## src/rtl/ivec_dma_dispatch.sv

```systemverilog
module ivec_dma_dispatch #(
  parameter int              NCH     = 4,
  parameter int              AW      = 8,
  parameter int              DW      = 8,
  parameter int              VW      = 16,
  parameter int              FW      = 5,
  parameter int              FLSB    = 4,
  parameter logic [AW-1:0]   BASE    = 8'h7C,
  parameter logic [VW-1:0]   DEF_VEC = 16'h00A0
) (
  input  logic                   clk,
  input  logic                   rst_n,
  input  logic                   wr_en,
  input  logic [AW-1:0]          wr_addr,
  input  logic [DW-1:0]          wr_data,
  input  logic                   ack_req,
  input  logic [VW-1:0]          ack_vector,
  input  logic                   flag_clr,
  output logic                   ack_valid,
  output logic                   dma_hit,
  output logic [$clog2(NCH)-1:0] dma_chan,
  output logic [VW-1:0]          vec_out
);
  localparam int CW = $clog2(NCH);

  logic [FW-1:0]  sv [NCH];
  logic [NCH-1:0] match;
  logic [FW-1:0]  field;
  logic [CW-1:0]  pick;
  logic           any_hit;
  logic           take_dma;

  assign field = ack_vector[FLSB+FW-1:FLSB];

  for (genvar i = 0; i < NCH; i++) begin : g_ch
    localparam logic [AW-1:0] ADDR = BASE + AW'(i);
    always_ff @(posedge clk or negedge rst_n) begin
      if (!rst_n)                        sv[i] <= '0;
      else if (wr_en && wr_addr == ADDR) sv[i] <= wr_data[DW-1 -: FW];
    end
    assign match[i] = (sv[i] != '0) && (sv[i] == field);
  end

  always_comb begin
    pick = '0;
    for (int i = NCH-1; i >= 0; i--)
      if (match[i]) pick = CW'(i);
  end

  assign any_hit  = |match;
  assign take_dma = ack_req && !flag_clr && any_hit;

  always_ff @(posedge clk or negedge rst_n) begin
    if (!rst_n) begin
      ack_valid <= 1'b0;
      dma_hit   <= 1'b0;
      dma_chan  <= '0;
      vec_out   <= '0;
    end else begin
      ack_valid <= ack_req;
      dma_hit   <= take_dma;
      dma_chan  <= take_dma ? pick : '0;
      vec_out   <= !ack_req ? '0 : (flag_clr ? DEF_VEC : ack_vector);
    end
  end

  p_valid_follows_ack_r3: assert property (@(posedge clk) disable iff (!rst_n)
    ack_req |=> ack_valid);
  p_valid_single_r3: assert property (@(posedge clk) disable iff (!rst_n)
    !ack_req |=> !ack_valid);
  p_quiet_when_idle_r10: assert property (@(posedge clk) disable iff (!rst_n)
    !ack_valid |-> (!dma_hit && dma_chan == '0 && vec_out == '0));
  p_race_default_r7: assert property (@(posedge clk) disable iff (!rst_n)
    (ack_req && flag_clr) |=> (vec_out == DEF_VEC && !dma_hit));
  p_passthru_r8: assert property (@(posedge clk) disable iff (!rst_n)
    (ack_req && !flag_clr) |=> (vec_out == $past(ack_vector)));
  p_chan_zero_no_hit_r8: assert property (@(posedge clk) disable iff (!rst_n)
    !dma_hit |-> dma_chan == '0);
endmodule

```

## config.mk

```make
export PLATFORM = sky130hd
export DESIGN_NAME = ivec_dma_dispatch
export DESIGN_NICKNAME = d
export VERILOG_FILES = /design/src/rtl/ivec_dma_dispatch.sv
export SDC_FILE = /design/constraint.sdc
export NUM_CORES = 1
export LEC_CHECK = 0
export CORE_MARGIN = 4
export CORE_UTILIZATION = 46
export DETAILED_ROUTE_END_ITERATION = 8
export PLACE_DENSITY = 0.78
export SLEW_MARGIN = 10
export SYNTH_ARGS = -nofsm -noshare
export SYNTH_HDL_FRONTEND = slang
export SYNTH_SLANG_ARGS = --single-unit
```

## constraint.sdc

```tcl
create_clock -name clk -period 1.88 [get_ports clk]
set_clock_uncertainty 0.05 [all_clocks]
set_input_delay 0.376 -clock clk [delete_from_list [all_inputs] [get_ports clk]]
set_output_delay 0.376 -clock clk [all_outputs]
set_load 0.1 [all_outputs]
```

# After elaboration in Yosys (flattened, before gate mapping)
# Cells that the tools add are included.
# totals
register_bits	40
latch_bits	0
ram_bits	0
romBits	0
output_inout_bits	20
n_memories	0
# op_classes
add_sub_neg	0
mul	0
n_div	0
n_lt_le_gt_ge	0
eq_ne	8
n_shift	0
muxes	7
n_bitwise	0
reduce_logical	16
# ops
op	count
$eq A8 B7 Y1 const B	4
$mux W16	2
$eq A5 B5 Y1	4
$reduce_bool A5 Y1	4
$logic_and A1 B1 Y1	10
$mux W2	5
$reduce_or A4 Y1	1
$logic_not A1 Y1	1

# Logic depth before layout (Yosys ltp)
# logic_depth
word_depth	7
mapped_depth	5
mapped_depth_nobuf	4

# Least setup slack after synthesis
# No wires, ideal clock.
# synth_path
path_kind	input port to flip-flop
start	input wr_addr[7]
end	register sv[5] (netlist name)
arrival_time_ns	1.315
path_slack_ns	0.391
stages	5
cell_sequence	nand4b_4 > nor2_1 > and3_1 > buf_2 > mux2_2
# synth_between
elab_chain_cells	2
# synth_lines
item	line_no	rtl
start, declared	14	input logic [AW-1:0] wr_addr,
$eq A8 B7 Y1	39	else if (wr_en && wr_addr == ADDR) sv[i] <= wr_data[DW-1 -: FW];
$logic_and A1 B1 Y1	39	
end signal, assigned by index	39	
end, declared	26	logic [FW-1:0] sv [NCH];
# Every way passes these cells.
# A chain may end at the register's enable or synchronous reset.

# Worst setup path after layout
# layout_path
start	input wr_addr[5]
end	register sv[8] (netlist name)
# Same word-level chain as after synthesis.

==> impl_metrics.yaml <==
critical_path:
  end_kind: "flop"
  startpoint_type: "primary input"
  reg2reg_depth: 4
  endpoint: "sv[8]$_DFFE_PN0P_"
  crit_arrival_ns: 1.90
  critPathMaxFanout: 5
  r2r_end: "dma_hit$_DFF_PN0_"
  startpoint: "wr_addr[5]"
  reg2reg_slack_ns: 0.28
  crit_required_ns: 2.00
  rr_startpoint: "sv[1]$_DFFE_PN0P_"
  worst-setup-path-type: "in -> reg"
detailed_routing:
  firstDrtPassIters: 4
  routed_wl_mm: 4.33
  drt_iter0_drc: 50
  drcViolationCount: 0
  vias_per_cell: 5.36
  wl_per_cell_um: 17.5
  ant_nets: 0
  vias: 1324
sta:
  relSlewSlack_pct: 70.0
  setup_violations: 0
  fmax_mhz: 561
  fin_hold_ws_ns: 0.478
  hold_viol: 0
  worst_pin_slew_ns: 0.450
  period_share_pct: 94.8
  period_needed_ns: 1.78
  slew_violations: 0
  rsz0062_at_grt: "false"
  setup_slack_ns: 0.0986
cts:
  clock_latency_ns: 0.28
  cts_root_buffer: "clkbuf_8"
  cts_setup_buffers: 0
  h-tree-depth: 2
  cts_made_buffers: 5
  clk_pin_slew_ns: 0.07
  clock-sinks: 40
  cts_tree: "built"
  clock_path_buffers: 2
logic_synthesis:
  synth.area.mux_share_pct: 12.5
  post_synth_num_cell_types: 32
  yosys.area_share.simple_pct: 16.6
  syn_avg_cell_area_um2: 13.3
  synth_compound_area_share_pct: 5.01
  synthXorXnorAreaFrac_pct: 7.79
  yosysSeqAreaShare_pct: 55.7
  synth_top_flop_cell: "dfrtp_1"
  synth_area_um2: 1800
  syn_inst: 135
  synth_top_family_by_area: "simple AND/OR/NAND/NOR gates"
  synthAdderAreaFrac_pct: 0
  synthesis.nets: 172
  yosys_warnings: 0
  synth_seq_cells: 40
  async_reset_ff_share_pct: 100
  synth-edff-count: 0
global_route:
  grt_pass1_vias: 1447
  grt_max_degree: 22
  grt_overflow_total: 0
  grt_util_all_layers_pct: 19.3
  antenna_found_initial: 0
  grt_pass1_wl_mm: 7.40
place:
  hpwlAfterDp_mm: 3.53
  port_buffers: 53
  finalWeightedCongestion: 0.878
  place_area_um2: 2620
  pre_cts_ws_ns: -0.196
layout:
  drive_gt1_share_pct: 33.7
  final_common_cell: "dfrtp_1"
  final_cell_mix: "40 x dfrtp_1, 32 x clkdlybuf4s50_1, 21 x buf_12, 20 x mux2_2, 16 x and2_1"
  finalNetCount: 235
  area_growth_syn_to_layout_pct: 52.3
  num_antenna_cells: 0
  fillers: 239
  final_core_util_pct: 73.7
  final_area_um2: 2740
die:
  die_w_um: 70.5
  start_util_pct: 48.4
  dieArea_um2: 4970
  core_um2: 3720
  fp-row-count: 22
  io-pin-count: 57
  fp.dieH_um: 70.5
power_and_ir_drop:
  leakage_nw: 1.26
  p_per_area_nw_per_um2: 737
  peakVddDrop_v: 0.000379
  power_mw: 2.02
hold_path:
  hold_path.class: "reg -> reg"
run_status:
  outcome: "completed"
run:
  drv_cap: 0
sequential cells by signal (all words and copies together) (netlist names):
name	cells
ack_valid	1
vec_out	16
dma_hit	1
dma_chan	2
sv	20
layer usage:
metal,vias to the layer above,global-route usage [%],wire length [um]
met5,-,0,0
met4,0,8.51,103
met3,11,7.48,376
met2,60,33.1,2260
met1,659,21.1,1590
li1,594,-,-
worst min-delay path by stage:
stage | cells past startpoint | startpoint | to
2_1_floorplan | 0 | rst_n | ack_valid$_DFF_PN0_
3_3_place_gp | 1 | rst_n | vec_out[11]$_DFF_PN0_
3_5_place_dp | 1 | rst_n | vec_out[11]$_DFF_PN0_
4_1_cts | 1 | sv[9]$_DFFE_PN0P_ | sv[9]$_DFFE_PN0P_
5_1_grt | 1 | sv[9]$_DFFE_PN0P_ | sv[9]$_DFFE_PN0P_
6_report | 1 | sv[9]$_DFFE_PN0P_ | sv[9]$_DFFE_PN0P_
stage by stage:
| step | setup TNS, ns | std cells |
|---|---|---|
| 3_5_place_dp | -3.08 | 238 |
| 6_report | 0 | 247 |
| 4_1_cts | 0 | 247 |
| 3_3_place_gp | -1.83 | 238 |
| 2_1_floorplan | 0 | 135 |
| 5_1_grt | 0 | 247 |
cell families (layout without fill, tap and decap cells):
family,count (synthesis),count (layout)
buffers and inverters,8,72
DFF,40,40
xor gates and xnor gates,16,16
muxes,20,20
and+or+nand+nor,40,40
AOI/OAI and AO/OA,11,11
cell usage after synthesis, drive strengths merged, types with 2 or more instances:
library cell  instances  area share [%]
o21ai                 3            0.83
and2                 16             5.6
nor2                  2            0.42
dfrtp                40              56
o21a                  2            0.83
or2                   2            0.70
nand3                 2            0.83
xor2                 12             5.8
a21oi                 2             1.2
nand2                 3            0.63
inv                   2            0.42
buf                   5             1.7
xnor2                 4             1.9
nor4                  8             4.8
mux2                 20              13
critical path: stages:
cell	delay (ns)
clkdlybuf4s50_1	0.51
nand4b_4	0.15
nor2_1	0.17
and3_1	0.32
mux2_2	0.37
layout make-up:
cell class,instances,area (um2),share of cell area (%)
clock buffers,6,72.6,2.65
clock inverters,2,35.0,1.28
inverters,2,7.51,0.274
multi-input cells,87,754,27.5
flip-flops and latches,40,1000,36.5
well taps,48,60.1,2.19
repair buffers,62,808,29.5
power breakdown:
| group | switching (mW) | internal, mW | total [mW] |
|---|---|---|---|
| registers | 0.0352 | 0.897 | 0.932 |
| logic | 0.227 | 0.196 | 0.423 |
| clock network | 0.269 | 0.393 | 0.662 |
timing repair:
| action | CTS | global route |
|---|---|---|
| endpoints found under the setup margin | 0 | 1 |
| endpoints found under the hold margin | 19 | 0 |
| hold buffers | 1 | 0 |
| gates resized for setup | 0 | 1 |
Note: power is estimated with default switching activity, not from simulation.
